## config.mk

```make
export PLATFORM = sky130hd
export DESIGN_NAME = spi_host_ctrl
export DESIGN_NICKNAME = d
export VERILOG_FILES = /design/src/rtl/spi_host_pkg.sv /design/src/rtl/spi_host_regs.sv /design/src/rtl/spi_host_engine.sv /design/src/rtl/spi_host_csdec.sv /design/src/rtl/spi_host_ctrl.sv
export SDC_FILE = /design/constraint.sdc
export NUM_CORES = 1
export LEC_CHECK = 0
export CORE_MARGIN = 10
export CORE_UTILIZATION = 54
export DETAILED_ROUTE_END_ITERATION = 16
export PLACE_DENSITY = 0.79
export SYNTH_ARGS = -nofsm -noshare
export SYNTH_HDL_FRONTEND = slang
export SYNTH_SLANG_ARGS = --single-unit
```

## constraint.sdc

```tcl
create_clock -name clk -period 2.5 [get_ports clk]
set_input_delay 0.5 -clock clk [delete_from_list [all_inputs] [get_ports clk]]
set_output_delay 0.5 -clock clk [all_outputs]
set_load 0.01 [all_outputs]
```

## src/rtl/spi_host_pkg.sv

```systemverilog
package spi_host_pkg;

  localparam int unsigned ADDR_W = 5;

  localparam logic [ADDR_W-1:0] OFS_CTRL   = 5'h00;
  localparam logic [ADDR_W-1:0] OFS_CFG    = 5'h04;
  localparam logic [ADDR_W-1:0] OFS_TXD    = 5'h08;
  localparam logic [ADDR_W-1:0] OFS_RXD    = 5'h0C;
  localparam logic [ADDR_W-1:0] OFS_CAUSE  = 5'h10;
  localparam logic [ADDR_W-1:0] OFS_TIMING = 5'h18;

  localparam int unsigned CTRL_EN_BIT   = 0;
  localparam int unsigned CTRL_IDX_LO   = 2;
  localparam int unsigned CFG_WIDE_BIT  = 5;
  localparam int unsigned CFG_CPOL_BIT  = 11;
  localparam int unsigned CFG_CPHA_BIT  = 12;
  localparam int unsigned CFG_TXLSB_BIT = 13;
  localparam int unsigned CFG_RXLSB_BIT = 14;
  localparam int unsigned TIM_SMP_LO    = 6;

  typedef struct packed {
    logic wide;
    logic cpol;
    logic cpha;
    logic tx_lsb;
    logic rx_lsb;
    logic late_smp;
  } frame_cfg_t;

  typedef enum logic [1:0] {
    ST_IDLE = 2'd0,
    ST_RUN  = 2'd1,
    ST_FIN  = 2'd2
  } eng_state_e;

endpackage

```

## src/rtl/spi_host_regs.sv

```systemverilog
module spi_host_regs
  import spi_host_pkg::*;
#(
  parameter int unsigned BUS_W    = 32,
  parameter int unsigned WORD_MAX = 16,
  parameter int unsigned CS_NUM   = 8
) (
  input  logic                        clk,
  input  logic                        rst_n,
  input  logic                        reg_we,
  input  logic [ADDR_W-1:0]           reg_addr,
  input  logic [BUS_W-1:0]            reg_wdata,
  output logic [BUS_W-1:0]            reg_rdata,
  input  logic                        busy,
  input  logic                        launch,
  input  logic                        frame_done,
  input  logic [WORD_MAX-1:0]         rx_word,
  output logic                        txd_wr,
  output logic [WORD_MAX-1:0]         txd_word,
  output frame_cfg_t                  cfg_live,
  output logic                        cs_en,
  output logic [$clog2(CS_NUM)-1:0]   cs_idx
);

  localparam int unsigned IDX_W = $clog2(CS_NUM);

  logic             wr_ctrl, wr_cfg, wr_cause, wr_tim;
  logic             en_q, en_d;
  logic [IDX_W-1:0] idx_q, idx_d;
  logic             wide_q, cpol_q, cpha_q, txl_q, rxl_q;
  logic             wide_d, cpol_d, cpha_d, txl_d, rxl_d;
  logic [1:0]       smp_q, smp_d;
  logic [WORD_MAX-1:0] rxd_q;
  logic             done_q, done_d, done_en;

  // write decode and next-state values
  always_comb begin
    wr_ctrl  = reg_we && (reg_addr == OFS_CTRL);
    wr_cfg   = reg_we && (reg_addr == OFS_CFG);
    wr_cause = reg_we && (reg_addr == OFS_CAUSE);
    wr_tim   = reg_we && (reg_addr == OFS_TIMING);
    txd_wr   = reg_we && (reg_addr == OFS_TXD);
    txd_word = reg_wdata[WORD_MAX-1:0];

    en_d   = reg_wdata[CTRL_EN_BIT];
    idx_d  = reg_wdata[CTRL_IDX_LO +: IDX_W];
    wide_d = reg_wdata[CFG_WIDE_BIT];
    cpol_d = reg_wdata[CFG_CPOL_BIT];
    cpha_d = reg_wdata[CFG_CPHA_BIT];
    txl_d  = reg_wdata[CFG_TXLSB_BIT];
    rxl_d  = reg_wdata[CFG_RXLSB_BIT];
    smp_d  = reg_wdata[TIM_SMP_LO +: 2];

    // completion has priority over a clearing host write
    done_en = frame_done || launch || (wr_cause && !reg_wdata[0]);
    done_d  = frame_done;
  end

  always_ff @(posedge clk or negedge rst_n) begin
    if (!rst_n) begin
      en_q   <= 1'b0;
      idx_q  <= '0;
      wide_q <= 1'b0;
      cpol_q <= 1'b0;
      cpha_q <= 1'b0;
      txl_q  <= 1'b0;
      rxl_q  <= 1'b0;
      smp_q  <= 2'b01;
      rxd_q  <= '0;
      done_q <= 1'b0;
    end else begin
      if (wr_ctrl) begin
        en_q  <= en_d;
        idx_q <= idx_d;
      end
      if (wr_cfg) begin
        wide_q <= wide_d;
        cpol_q <= cpol_d;
        cpha_q <= cpha_d;
        txl_q  <= txl_d;
        rxl_q  <= rxl_d;
      end
      if (wr_tim)     smp_q  <= smp_d;
      if (frame_done) rxd_q  <= rx_word;
      if (done_en)    done_q <= done_d;
    end
  end

  always_comb begin
    cfg_live.wide     = wide_q;
    cfg_live.cpol     = cpol_q;
    cfg_live.cpha     = cpha_q;
    cfg_live.tx_lsb   = txl_q;
    cfg_live.rx_lsb   = rxl_q;
    cfg_live.late_smp = smp_q[1];
    cs_en  = en_q;
    cs_idx = idx_q;
  end

  // read mux
  always_comb begin
    reg_rdata = '0;
    unique case (reg_addr)
      OFS_CTRL: begin
        reg_rdata[CTRL_EN_BIT]           = en_q;
        reg_rdata[CTRL_IDX_LO +: IDX_W]  = idx_q;
      end
      OFS_CFG: begin
        reg_rdata[CFG_WIDE_BIT]  = wide_q;
        reg_rdata[CFG_CPOL_BIT]  = cpol_q;
        reg_rdata[CFG_CPHA_BIT]  = cpha_q;
        reg_rdata[CFG_TXLSB_BIT] = txl_q;
        reg_rdata[CFG_RXLSB_BIT] = rxl_q;
      end
      OFS_RXD:    reg_rdata[WORD_MAX-1:0]     = rxd_q;
      OFS_CAUSE:  reg_rdata[0]                = done_q;
      OFS_TIMING: reg_rdata[TIM_SMP_LO +: 2]  = smp_q;
      default:    reg_rdata = '0;
    endcase
  end

  // a completion in the same cycle as a clearing write leaves the flag set
  p_done_wins_r8: assert property (@(posedge clk) disable iff (!rst_n)
    frame_done |=> done_q)
    else $error("done flag lost on completion");

  // the flag never reads set while a frame is in progress
  p_busy_cause_low_r8: assert property (@(posedge clk) disable iff (!rst_n)
    busy |-> !done_q)
    else $error("done flag set during frame");

endmodule

```

## src/rtl/spi_host_engine.sv

```systemverilog
module spi_host_engine
  import spi_host_pkg::*;
#(
  parameter int unsigned WORD_MAX = 16
) (
  input  logic                clk,
  input  logic                rst_n,
  input  logic                txd_wr,
  input  logic [WORD_MAX-1:0] txd_word,
  input  frame_cfg_t          cfg_live,
  input  logic                sck_tick,
  input  logic                miso,
  output logic                busy,
  output logic                launch,
  output logic                frame_done,
  output logic [WORD_MAX-1:0] rx_word,
  output logic                sck,
  output logic                mosi
);

  localparam int unsigned IDX_W    = $clog2(WORD_MAX);
  localparam int unsigned EDGE_W   = IDX_W + 1;
  localparam int unsigned WORD_MIN = WORD_MAX / 2;

  eng_state_e          st_q, st_d;
  logic [EDGE_W-1:0]   edge_q, edge_d;
  frame_cfg_t          mode_q, mode_d;
  logic [WORD_MAX-1:0] txw_q, txw_d, rxw_q, rxw_d;
  logic                sck_q, sck_d, mosi_q, mosi_d;
  logic                pend_q, pend_d;
  logic [IDX_W-1:0]    pidx_q, pidx_d;

  logic [EDGE_W-1:0]   nb;
  logic [IDX_W-1:0]    cur, didx;
  logic                lead, smp_edge, last_edge;

  // bit position of the i-th serial bit inside the word
  function automatic logic [IDX_W-1:0] bitpos(input logic lsb, input logic wide,
                                              input logic [IDX_W-1:0] i);
    logic [EDGE_W-1:0] n;
    n = wide ? EDGE_W'(WORD_MAX) : EDGE_W'(WORD_MIN);
    return lsb ? i : IDX_W'(n - EDGE_W'(1) - EDGE_W'(i));
  endfunction

  always_comb begin
    st_d       = st_q;
    edge_d     = edge_q;
    mode_d     = mode_q;
    txw_d      = txw_q;
    rxw_d      = rxw_q;
    sck_d      = sck_q;
    mosi_d     = mosi_q;
    pend_d     = pend_q;
    pidx_d     = pidx_q;
    launch     = 1'b0;
    frame_done = 1'b0;

    nb        = mode_q.wide ? EDGE_W'(WORD_MAX) : EDGE_W'(WORD_MIN);
    cur       = edge_q[EDGE_W-1:1];
    lead      = !edge_q[0];
    smp_edge  = lead ^ mode_q.cpha;
    last_edge = edge_q[0] && (cur == IDX_W'(nb - EDGE_W'(1)));
    didx      = mode_q.cpha ? cur : IDX_W'(cur + 1'b1);

    // delayed capture, one core clock after the sample edge
    if (pend_q) begin
      rxw_d[bitpos(mode_q.rx_lsb, mode_q.wide, pidx_q)] = miso;
      pend_d = 1'b0;
    end

    unique case (st_q)
      ST_IDLE: begin
        if (txd_wr) begin
          launch = 1'b1;
          mode_d = cfg_live;
          txw_d  = txd_word;
          edge_d = '0;
          sck_d  = cfg_live.cpol;
          rxw_d  = '0;
          pend_d = 1'b0;
          mosi_d = cfg_live.cpha ? 1'b0
                 : txd_word[bitpos(cfg_live.tx_lsb, cfg_live.wide, '0)];
          st_d   = ST_RUN;
        end
      end
      ST_RUN: begin
        if (sck_tick) begin
          sck_d  = !sck_q;
          edge_d = edge_q + 1'b1;
          if (smp_edge) begin
            if (mode_q.late_smp) begin
              pend_d = 1'b1;
              pidx_d = cur;
            end else begin
              rxw_d[bitpos(mode_q.rx_lsb, mode_q.wide, cur)] = miso;
            end
          end else if (mode_q.cpha || !last_edge) begin
            mosi_d = txw_q[bitpos(mode_q.tx_lsb, mode_q.wide, didx)];
          end
          if (last_edge) st_d = ST_FIN;
        end
      end
      ST_FIN: begin
        if (!pend_q) begin
          frame_done = 1'b1;
          st_d       = ST_IDLE;
        end
      end
      default: st_d = ST_IDLE;
    endcase
  end

  always_ff @(posedge clk or negedge rst_n) begin
    if (!rst_n) begin
      st_q   <= ST_IDLE;
      edge_q <= '0;
      mode_q <= '0;
      txw_q  <= '0;
      rxw_q  <= '0;
      sck_q  <= 1'b0;
      mosi_q <= 1'b0;
      pend_q <= 1'b0;
      pidx_q <= '0;
    end else begin
      st_q   <= st_d;
      edge_q <= edge_d;
      mode_q <= mode_d;
      txw_q  <= txw_d;
      rxw_q  <= rxw_d;
      sck_q  <= sck_d;
      mosi_q <= mosi_d;
      pend_q <= pend_d;
      pidx_q <= pidx_d;
    end
  end

  assign busy    = (st_q != ST_IDLE);
  assign rx_word = rxw_q;
  assign sck     = busy ? sck_q : cfg_live.cpol;
  assign mosi    = mosi_q;

  // a transmit write during a frame leaves the latched word untouched
  p_txd_ignored_r9: assert property (@(posedge clk) disable iff (!rst_n)
    (busy && txd_wr) |=> $stable(txw_q))
    else $error("transmit word changed mid-frame");

  // shift settings hold while the frame runs
  p_mode_held_r11: assert property (@(posedge clk) disable iff (!rst_n)
    (st_q == ST_RUN) |=> $stable(mode_q))
    else $error("frame settings changed mid-frame");

  // SCK moves only on a tick
  p_sck_on_tick_r5: assert property (@(posedge clk) disable iff (!rst_n)
    (st_q == ST_RUN && !sck_tick) |=> $stable(sck_q))
    else $error("SCK moved without tick");

endmodule

```

## src/rtl/spi_host_csdec.sv

```systemverilog
module spi_host_csdec #(
  parameter int unsigned CS_NUM = 8
) (
  input  logic                      clk,
  input  logic                      rst_n,
  input  logic                      cs_en,
  input  logic [$clog2(CS_NUM)-1:0] cs_idx,
  output logic [CS_NUM-1:0]         cs_n
);

  localparam int unsigned IDX_W = $clog2(CS_NUM);

  for (genvar g = 0; g < CS_NUM; g++) begin : g_cs
    assign cs_n[g] = !(cs_en && (cs_idx == IDX_W'(g)));
  end

  // at most one chip select low at any time
  p_cs_onehot_r3: assert property (@(posedge clk) disable iff (!rst_n)
    $onehot0(~cs_n))
    else $error("more than one chip select active");

endmodule

```

## src/rtl/spi_host_ctrl.sv

```systemverilog
module spi_host_ctrl
  import spi_host_pkg::*;
#(
  parameter int unsigned BUS_W    = 32,
  parameter int unsigned WORD_MAX = 16,
  parameter int unsigned CS_NUM   = 8
) (
  input  logic              clk,
  input  logic              rst_n,
  input  logic              reg_we,
  input  logic [ADDR_W-1:0] reg_addr,
  input  logic [BUS_W-1:0]  reg_wdata,
  output logic [BUS_W-1:0]  reg_rdata,
  input  logic              sck_tick,
  output logic              spi_sck,
  output logic              spi_mosi,
  input  logic              spi_miso,
  output logic [CS_NUM-1:0] spi_cs_n
);

  localparam int unsigned IDX_W = $clog2(CS_NUM);

  logic                busy, launch, frame_done, txd_wr, cs_en;
  logic [WORD_MAX-1:0] rx_word, txd_word;
  logic [IDX_W-1:0]    cs_idx;
  frame_cfg_t          cfg_live;

  spi_host_regs #(
    .BUS_W(BUS_W), .WORD_MAX(WORD_MAX), .CS_NUM(CS_NUM)
  ) i_regs (
    .clk(clk), .rst_n(rst_n),
    .reg_we(reg_we), .reg_addr(reg_addr), .reg_wdata(reg_wdata), .reg_rdata(reg_rdata),
    .busy(busy), .launch(launch), .frame_done(frame_done), .rx_word(rx_word),
    .txd_wr(txd_wr), .txd_word(txd_word), .cfg_live(cfg_live),
    .cs_en(cs_en), .cs_idx(cs_idx)
  );

  spi_host_engine #(
    .WORD_MAX(WORD_MAX)
  ) i_engine (
    .clk(clk), .rst_n(rst_n),
    .txd_wr(txd_wr), .txd_word(txd_word), .cfg_live(cfg_live),
    .sck_tick(sck_tick), .miso(spi_miso),
    .busy(busy), .launch(launch), .frame_done(frame_done), .rx_word(rx_word),
    .sck(spi_sck), .mosi(spi_mosi)
  );

  spi_host_csdec #(
    .CS_NUM(CS_NUM)
  ) i_csdec (
    .clk(clk), .rst_n(rst_n),
    .cs_en(cs_en), .cs_idx(cs_idx), .cs_n(spi_cs_n)
  );

endmodule

```

==> impl_metrics.env, run 1 <==
export IMPL_status="finished clean"
export IMPL_final_common_cell="dfrtp_1"
export IMPL_clockBufferDepth=2
export IMPL_ys_warnings_count=0
export IMPL_finalCriticalPeriod_ns=2.45
export IMPL_worstRegToRegCells=7
export IMPL_maxCapViolations=0
export IMPL_r2r_end="i_engine.mosi"
export IMPL_critPathRequiredTime_ns=2.00
export IMPL_diodes=0
export IMPL_drive_gt1_frac=0.277
export IMPL_cp_end_kind="primary output"
export IMPL_grt_ovfl_total=0
export IMPL_syn_inst=451
export IMPL_avgViaCountPerCell=5.75
export IMPL_std_cell_rows=34
export IMPL_rsz0062_at_grt="true"
export IMPL_final_antenna_net_count=0
export IMPL_antenna_found_initial=0
export IMPL_ir_drop_mv=0.555
export IMPL_worstPathMaxFanout=6
export IMPL_htreeDepth=3
export IMPL_skew_ns=0.0112
export IMPL_relSlewSlack=0.559
export IMPL_final_hold_viol_count=0
export IMPL_clkLatencyLatePin_ns=0.36
export IMPL_fin_area_mm2=0.00563
export IMPL_drt_initial_drc_count=212
export IMPL_boundaryPins=84
export IMPL_clk_transition_reported_paths_ns=0.09
export IMPL_max_freq_mhz=408
export IMPL_grt_max_degree=41
export IMPL_path_class="input pin to primary output"
export IMPL_postCtsSetupBuffers=0
export IMPL_dr_pass1_iters=4
export IMPL_regToRegSetupSlack_ns=0.28
export IMPL_setup_viol=0
export IMPL_start_kind="input pin"
export IMPL_areaGrowthSynthToFinish_pct=16.5
export IMPL_synth_async_reset_ratio=1.00
export IMPL_grt_pass1_vias=3566
export IMPL_setup_tns_ns=0
export IMPL_fillers=700
export IMPL_yosys_cell_types_count=62
export IMPL_yosysSeqAreaShare=0.410
export IMPL_layout_common_cells="dfrtp_1, mux2_2, mux2i_1"
export IMPL_worst_pin_slew_ns=0.655
export IMPL_powerDensity_mw_per_mm2=705
export IMPL_detailroute_via_count=3612
export IMPL_remaining_drc_errors=0
export IMPL_hp_class="input pin to asynchronous set/reset pin"
export IMPL_drt_total_wl_um=11300
export IMPL_cts_made_buffers=9
export IMPL_nets=559
export IMPL_cts_root_buf="clkbuf_8"
export IMPL_fp_dieW_um=115
export IMPL_wire_per_inst_um=18.0
export IMPL_period_share=0.980
export IMPL_synth_area_per_cell_um2=10.7
export IMPL_synth_edff_count=0
export IMPL_grt_pass1_wl_um=18400
export IMPL_syn_area_mm2=0.00483
export IMPL_hpwlAfterDp_um=8370
export IMPL_synth_seq_cells=79
export IMPL_portBuffers=51
export IMPL_cts_tree="done"
export IMPL_power_leakage_nw=2.57
export IMPL_design_core_area_mm2=0.00872
export IMPL_synth_flop_cell="dfrtp_1"
export IMPL_die_height_um=115
export IMPL_start_util=0.554
export IMPL_clkSinkCount=79
export IMPL_slew_violations=0
export IMPL_r2r_start="i_engine.edge_q[1]"
export IMPL_grt_total_usage=0.174
export IMPL_arrival_ns=1.95
export IMPL_post_dp_cell_area_mm2=0.00550
export IMPL_gp_congestion=0.856
export IMPL_die_area_mm2=0.0131
how the worst max path moves through the flow:
stage / from / endpoint / slack (ns) / depth (start not counted)
after floorplan: reg_addr[1] / reg_rdata[6] / 0.36 / 5
after global placement: reg_addr[1] / reg_rdata[0] / -0.45 / 7
after detailed placement: reg_addr[1] / reg_rdata[0] / -0.50 / 7
after CTS: reg_addr[1] / reg_rdata[0] / 0.005 / 7
after global routing: reg_addr[1] / reg_rdata[0] / -0.03 / 7
final: reg_addr[1] / reg_rdata[0] / 0.05 / 7
cell usage after synthesis, types with 5 or more instances:
master | number | area (µm²)
o2bb2ai_1 | 15 | 131
o22ai_1 | 9 | 56.3
buf_2 | 11 | 55.1
clkbuf_1 | 9 | 33.8
dfrtp_1 | 78 | 1950
nand2b_1 | 7 | 43.8
mux2_2 | 51 | 574
nor2b_1 | 7 | 43.8
nand2_1 | 35 | 131
nor2_1 | 33 | 124
nor3_1 | 5 | 25.0
o21ai_0 | 16 | 80.1
mux2i_1 | 40 | 400
and2_1 | 6 | 37.5
xnor2_1 | 9 | 78.8
xor2_1 | 5 | 43.8
a22o_1 | 5 | 43.8
a21oi_1 | 5 | 25.0
buf_4 | 16 | 120
inv_1 | 7 | 26.3
nand3_1 | 9 | 45.0
nor3_2 | 5 | 50.1
cell type report:
cell class	count	area [µm²]	share of cell area
Multi-Input combinational cell	339	2640	0.468
Sequential cell	79	1980	0.352
Timing Repair Buffer	78	659	0.117
Clock buffer	10	138	0.0245
Tap cell	108	135	0.0240
Clock inverter	6	50.0	0.00890
Inverter	8	30.0	0.00534
what timing repair did:
action	4_1_cts	5_1_grt
setup endpoints to repair	16	5
hold buffers	0	0
resized for setup	76	1
pin swaps	2	1
sequential cells by signal (all words and copies together) (netlist names):
signal	flops
i_regs.smp_q	2
i_engine.txw_q	16
i_regs.wide_q	1
i_engine.mosi	1
i_engine.edge_q	5
i_engine.pend_q	1
i_regs.cs_idx	3
i_regs.done_q	1
i_engine.sck_q	1
i_regs.txl_q	1
i_regs.rxd_q	16
i_engine.mode_q	5
i_engine.rx_word	16
i_engine.pidx_q	4
i_regs.rxl_q	1
i_regs.cs_en	1
i_regs.cpol_q	1
i_engine.st_q	2
i_regs.cpha_q	1
cell families after synthesis:
| logic type | synth area share |
|---|---|
| buffers and inverters | 0.0599 |
| other | 0.000777 |
| AO/OA/AOI/OAI | 0.0998 |
| flip-flops | 0.410 |
| XOR/XNOR | 0.0288 |
| AND/OR/NAND/NOR | 0.194 |
| multiplexers | 0.202 |
| adder cells (fa/ha/maj) | 0.00518 |
per-layer routing:
layer / vias up / wire length [µm] / GRT usage
met5: - / 0 / 0
met2: 88 / 5590 / 0.282
met4: 0 / 222 / 0.0526
met1: 1770 / 4860 / 0.219
met3: 18 / 615 / 0.0477
li1: 1736 / - / -
report_power, final:
part	switching [mW]	leakage [nW]	internal [mW]	total [mW]
Combinational	0.736	1.43	0.631	1.37
Sequential	0.207	1.04	1.48	1.69
Clock	0.511	0.0899	0.400	0.911
Total	1.45	2.57	2.51	3.96
critical path, cell delays in order:
cell	delay, ns
clkdlybuf4s50_1	0.42
or4b_4	0.51
nor2_4	0.12
buf_6	0.12
nand2_1	0.06
o21ai_1	0.07
buf_2	0.15
metrics by stage:
| step | power (mW) | worst slack (ns) | hold slack (ns) | util | cells |
|---|---|---|---|---|---|
| floorplan | 2.69 | 0.356 | 0.204 | - | 466 |
| global placement | 3.01 | -0.453 | 0.485 | 0.630 | 612 |
| detailed placement | 3.07 | -0.498 | 0.488 | 0.630 | 612 |
| CTS | 3.98 | 0.00537 | 0.127 | 0.645 | 628 |
| global route | 4.19 | -0.0346 | 0.146 | 0.645 | 628 |
| finish | 3.96 | 0.0493 | 0.116 | 0.645 | 628 |
(Power assumes the default switching activity.)
==> inputs of run 2 (changes only) <==
- CORE_UTILIZATION: 54 -> 37
- HOLD_SLACK_MARGIN: not set -> 0.05
- PLACE_DENSITY: 0.79 -> 0.57
- clock period: 2.5 -> 3 ns (I/O delays scaled with it)
==> impl_metrics.env, run 2 (synthesis gave the netlist of run 1 again) <==
export IMPL_status="finished clean"
export IMPL_combPwrFrac=0.319
export IMPL_nets=554
export IMPL_grt_pass1_wl_um=19500
export IMPL_rsz0062_at_grt="false"
export IMPL_boundaryPins=84
export IMPL_cp_end_kind="primary output"
export IMPL_top_layer="met4"
export IMPL_setup_tns_ns=0
export IMPL_wl_met3_um=523
export IMPL_die_area_mm2=0.0180
export IMPL_cts_tree="done"
export IMPL_design_core_area_mm2=0.0127
export IMPL_grt_total_usage=0.134
export IMPL_path_class="input pin to primary output"
export IMPL_met1_length_um=5620
export IMPL_arrival_ns=2.26
export IMPL_cts_resized=18
export IMPL_final_antenna_net_count=0
export IMPL_p_seq_frac=0.399
export IMPL_worst_pin_slew_ns=0.701
export IMPL_relSlewSlack=0.527
export IMPL_avgViaCountPerCell=5.14
export IMPL_layout_common_cells="dfrtp_1, mux2_2, mux2i_1"
export IMPL_final_hold_viol_count=0
export IMPL_maxCapViolations=0
export IMPL_start_kind="input pin"
export IMPL_dr_pass1_iters=4
export IMPL_fp_dieW_um=134
export IMPL_ir_drop_mv=0.405
export IMPL_drt_total_wl_um=11900
export IMPL_clkSinkCount=79
export IMPL_hold_slack_ns=0.285
export IMPL_cts_root_buf="clkbuf_16"
export IMPL_setup_viol=0
export IMPL_portBuffers=51
export IMPL_diodes=0
export IMPL_hp_class="input pin to asynchronous set/reset pin"
export IMPL_switching_share=0.347
export IMPL_hpwlAfterDp_um=8830
export IMPL_htreeDepth=3
export IMPL_finalCoreUtilization=0.453
export IMPL_holdBufCountCts=0
export IMPL_finalCriticalPeriod_ns=2.86
export IMPL_max_freq_mhz=350
export IMPL_slew_violations=0
export IMPL_grt_ovfl_total=0
export IMPL_drive_gt1_frac=0.232
export IMPL_multi_input_area_mm2=0.00262
export IMPL_final_seq_area_mm2=0.00198
export IMPL_std_cell_rows=41
export IMPL_wl_met2_um=5620
export IMPL_power_leakage_nw=2.61
export IMPL_skew_ns=0.00722
export IMPL_pwr_share_clk=0.282
export IMPL_postCtsSetupBuffers=0
export IMPL_p_int_mw=2.31
export IMPL_period_share=0.953
export IMPL_wire_per_inst_um=17.4
export IMPL_power_switching_mw=1.23
export IMPL_regToRegSetupSlack_ns=0.77
export IMPL_gp_congestion=0.789
export IMPL_start_util=0.379
export IMPL_antenna_found_initial=0
export IMPL_drt_initial_drc_count=172
export IMPL_critPathRequiredTime_ns=2.40
export IMPL_cts_made_buffers=9
export IMPL_worstPathMaxFanout=6
export IMPL_grt_pass1_vias=3608
export IMPL_remaining_drc_errors=0
export IMPL_final_common_cell="dfrtp_1"
export IMPL_fillers=1237
export IMPL_areaGrowthSynthToFinish_pct=19.4
export IMPL_clockBufferDepth=2
export IMPL_grt_max_degree=53
export IMPL_clk_transition_reported_paths_ns=0.06
export IMPL_clkLatencyLatePin_ns=0.34
export IMPL_detailroute_via_count=3529
export IMPL_die_height_um=134
export IMPL_powerDensity_mw_per_mm2=613
## run 2: power groups by stage
stage	registers (mW)	logic, mW	clock network [mW]
floorplan	1.36	0.880	0
global placement	1.42	1.11	0
detailed placement	1.43	1.13	0
CTS	1.41	1.14	1.02
global route	1.44	1.25	1.07
finish	1.41	1.13	0.996
## run 2: metal layers
| metal | GRT usage | vias up |
|---|---|---|
| met3 | 0.0414 | 12 |
| met4 | 0.0387 | 0 |
| met1 | 0.168 | 1735 |
| met2 | 0.216 | 60 |
| li1 | - | 1722 |
| met5 | 0 | - |
## run 2: final timing paths
kind / depth (start not counted) / start / endpoint
setup / recovery: 6 / reg_addr[1] / reg_rdata[6]
hold / removal: 1 / rst_n / i_engine.rx_word[8]
setup reg to reg: 7 / i_engine.edge_q[1] / i_engine.mosi
hold reg to reg: 1 / i_regs.rxd_q[9] / i_regs.rxd_q[9]
max in group asynchronous: 2 / rst_n / i_regs.smp_q[0]
min in group clk: 1 / i_regs.rxd_q[9] / i_regs.rxd_q[9]
## run 2: final cells by class
class / count / share of cell area
clock buffers: 9 / 0.0391
clock inverters: 6 / 0.00673
inverters: 8 / 0.00521
multi-input cells: 339 / 0.455
flip-flops and latches: 79 / 0.343
well taps: 172 / 0.0373
repair buffers: 73 / 0.113
## run 2: worst max-delay path, stage by stage
cell             delay, ns
clkdlybuf4s50_1       0.42
or4b_4                0.55
nor2_2                0.11
buf_4                 0.15
a22o_1                0.14
dlygate4sd2_1         0.29
## run 2: per-stage QoR
| step | total power, mW | setup slack (ns) | instance area, µm² | cells |
|---|---|---|---|---|
| floorplan | 2.24 | 0.656 | 4880 | 466 |
| global route | 3.76 | 0.0513 | 5760 | 686 |
| detailed placement | 2.56 | -0.195 | 5510 | 671 |
| finish | 3.53 | 0.140 | 5760 | 686 |
| global placement | 2.53 | -0.198 | 5510 | 671 |
| CTS | 3.56 | 0.126 | 5760 | 686 |
==> inputs of run 3 (changes only) <==
- CORE_ASPECT_RATIO: not set -> 1.2
- clock period: 3 -> 3.07 ns (I/O delays scaled with it)
==> impl_metrics.env, run 3 (synthesis gave the netlist of run 1 again) <==
export IMPL_diodes=0
export IMPL_post_dp_cell_area_mm2=0.00548
export IMPL_start_kind="input pin"
export IMPL_die_area_mm2=0.0180
export IMPL_grt_total_usage=0.127
export IMPL_nets=551
export IMPL_design_core_area_mm2=0.0127
export IMPL_combPwrFrac=0.308
export IMPL_critPathRequiredTime_ns=2.46
export IMPL_arrival_ns=2.37
export IMPL_p_int_mw=2.35
export IMPL_start_util=0.379
export IMPL_grt_ovfl_total=0
export IMPL_die_height_um=145
export IMPL_crit_path_max_incr_delay_ns=0.55
export IMPL_std_cell_rows=45
export IMPL_setup_ws_ns=0.0857
export IMPL_skew_ns=0.00330
export IMPL_fillers=1223
export IMPL_worst_pin_slew_ns=1.01
export IMPL_relSlewSlack=0.328
export IMPL_clockBufferDepth=2
export IMPL_drt_initial_drc_count=145
export IMPL_place_ws_ns=-0.160
export IMPL_finalCoreUtilization=0.454
export IMPL_powerDensity_mw_per_mm2=615
export IMPL_power_mw=3.56
export IMPL_slew_violations=0
export IMPL_clkSinkCount=79
export IMPL_grt_max_degree=80
export IMPL_grt_busiest_layer="met2"
export IMPL_finalCriticalPeriod_ns=2.98
export IMPL_grt_pass1_vias=3654
export IMPL_switching_share=0.338
export IMPL_ir_drop_mv=0.317
export IMPL_portBuffers=51
export IMPL_htreeDepth=3
export IMPL_wire_per_inst_um=17.3
export IMPL_avgViaCountPerCell=5.25
export IMPL_areaGrowthSynthToFinish_pct=19.8
export IMPL_path_class="input pin to primary output"
export IMPL_cp_slowest_cell="or4b_4"
export IMPL_pwr_share_clk=0.302
export IMPL_fin_area_mm2=0.00578
export IMPL_clk_transition_reported_paths_ns=0.06
export IMPL_power_switching_mw=1.20
export IMPL_drt_total_wl_um=11600
export IMPL_setup_viol=0
export IMPL_grt_util_met2=0.220
export IMPL_cp_top_family="buffers and inverters"
export IMPL_p_seq_frac=0.390
export IMPL_final_antenna_net_count=0
export IMPL_maxCapViolations=0
export IMPL_hpwlAfterDp_um=8560
export IMPL_hp_class="input pin to asynchronous set/reset pin"
export IMPL_antenna_found_initial=0
export IMPL_cts_tree="done"
export IMPL_worstRegToRegCells=6
export IMPL_power_leakage_nw=2.61
export IMPL_final_cells=675
export IMPL_detailroute_via_count=3546
export IMPL_worstPathMaxFanout=8
export IMPL_r2r_start="i_engine.mode_q[3]"
export IMPL_regToRegSetupSlack_ns=0.76
export IMPL_remaining_drc_errors=0
export IMPL_cp_end_kind="primary output"
export IMPL_drive_gt1_frac=0.227
export IMPL_dp_cells=658
export IMPL_layout_common_cells="dfrtp_1, mux2_2, mux2i_1"
export IMPL_r2r_end="i_engine.mosi"
export IMPL_fp_dieW_um=124
export IMPL_max_freq_mhz=335
export IMPL_cp_num_buf_inv=4
export IMPL_gp_congestion=0.771
export IMPL_grt_util_met3=0.0338
export IMPL_status="finished clean"
export IMPL_clkLatencyLatePin_ns=0.34
export IMPL_cts_root_buf="clkbuf_16"
export IMPL_path_cells="clkdlybuf4s50_1 -> or4b_4 -> nor2_2 -> buf_6 -> buf_4 -> a22o_1 -> dlygate4sd2_1"
export IMPL_holdBufCountCts=0
export IMPL_period_share=0.972
export IMPL_boundaryPins=84
export IMPL_final_common_cell="dfrtp_1"
export IMPL_gr_usage_met1=0.147
export IMPL_cts_made_buffers=9
export IMPL_rsz0062_at_grt="false"
export IMPL_final_hold_viol_count=0
export IMPL_dr_pass1_iters=4
export IMPL_grt_pass1_wl_um=19100
-- run 3: power groups by stage --
stage          clock, mW  combinational [mW]  sequential [mW]
6_report            1.07                1.10             1.38
5_1_grt             1.14                1.21             1.41
4_1_cts             1.10                1.10             1.38
3_5_place_dp           0                1.10             1.40
3_3_place_gp           0                1.07             1.39
2_1_floorplan          0               0.860             1.33
-- run 3: cell type report --
type	count	area (µm²)	share of cell area
multi-input combinational	339	2620	0.454
sequential	79	1980	0.342
timing repair buffer	70	648	0.112
clock buffer	10	239	0.0413
tap	164	205	0.0355
clock inverter	5	58.8	0.0102
inverter	8	30.0	0.00519
-- run 3: worst max path at each step --
stage | cells past startpoint | start | endpoint | slack, ns
after floorplan | 5 | reg_addr[1] | reg_rdata[6] | 0.70
after detailed placement | 7 | reg_addr[1] | reg_rdata[0] | -0.16
after global placement | 6 | reg_addr[1] | reg_rdata[7] | -0.15
after global routing | 8 | reg_addr[2] | reg_rdata[0] | 0.01
final | 7 | reg_addr[1] | reg_rdata[7] | 0.09
after CTS | 8 | reg_addr[1] | reg_rdata[0] | 0.03
-- run 3: repair_timing --
action | 4_1_cts | 5_1_grt
setup endpoints to repair | 16 | 5
buffers inserted | 2 | 0
resized for setup | 17 | 3
-- run 3: metrics by stage --
stage               hold WS [ns]  setup TNS (ns)
floorplan                  0.318               0
global placement           0.482           -1.34
detailed placement         0.489           -1.42
CTS                        0.502               0
global route               0.510               0
finish                     0.442               0
-- run 3: per-layer routing --
metal | vias up | share of wire
met3 | 18 | 0.045
met5 | - | 0
li1 | 1712 | -
met1 | 1735 | 0.44
met2 | 81 | 0.50
met4 | 0 | 0.017
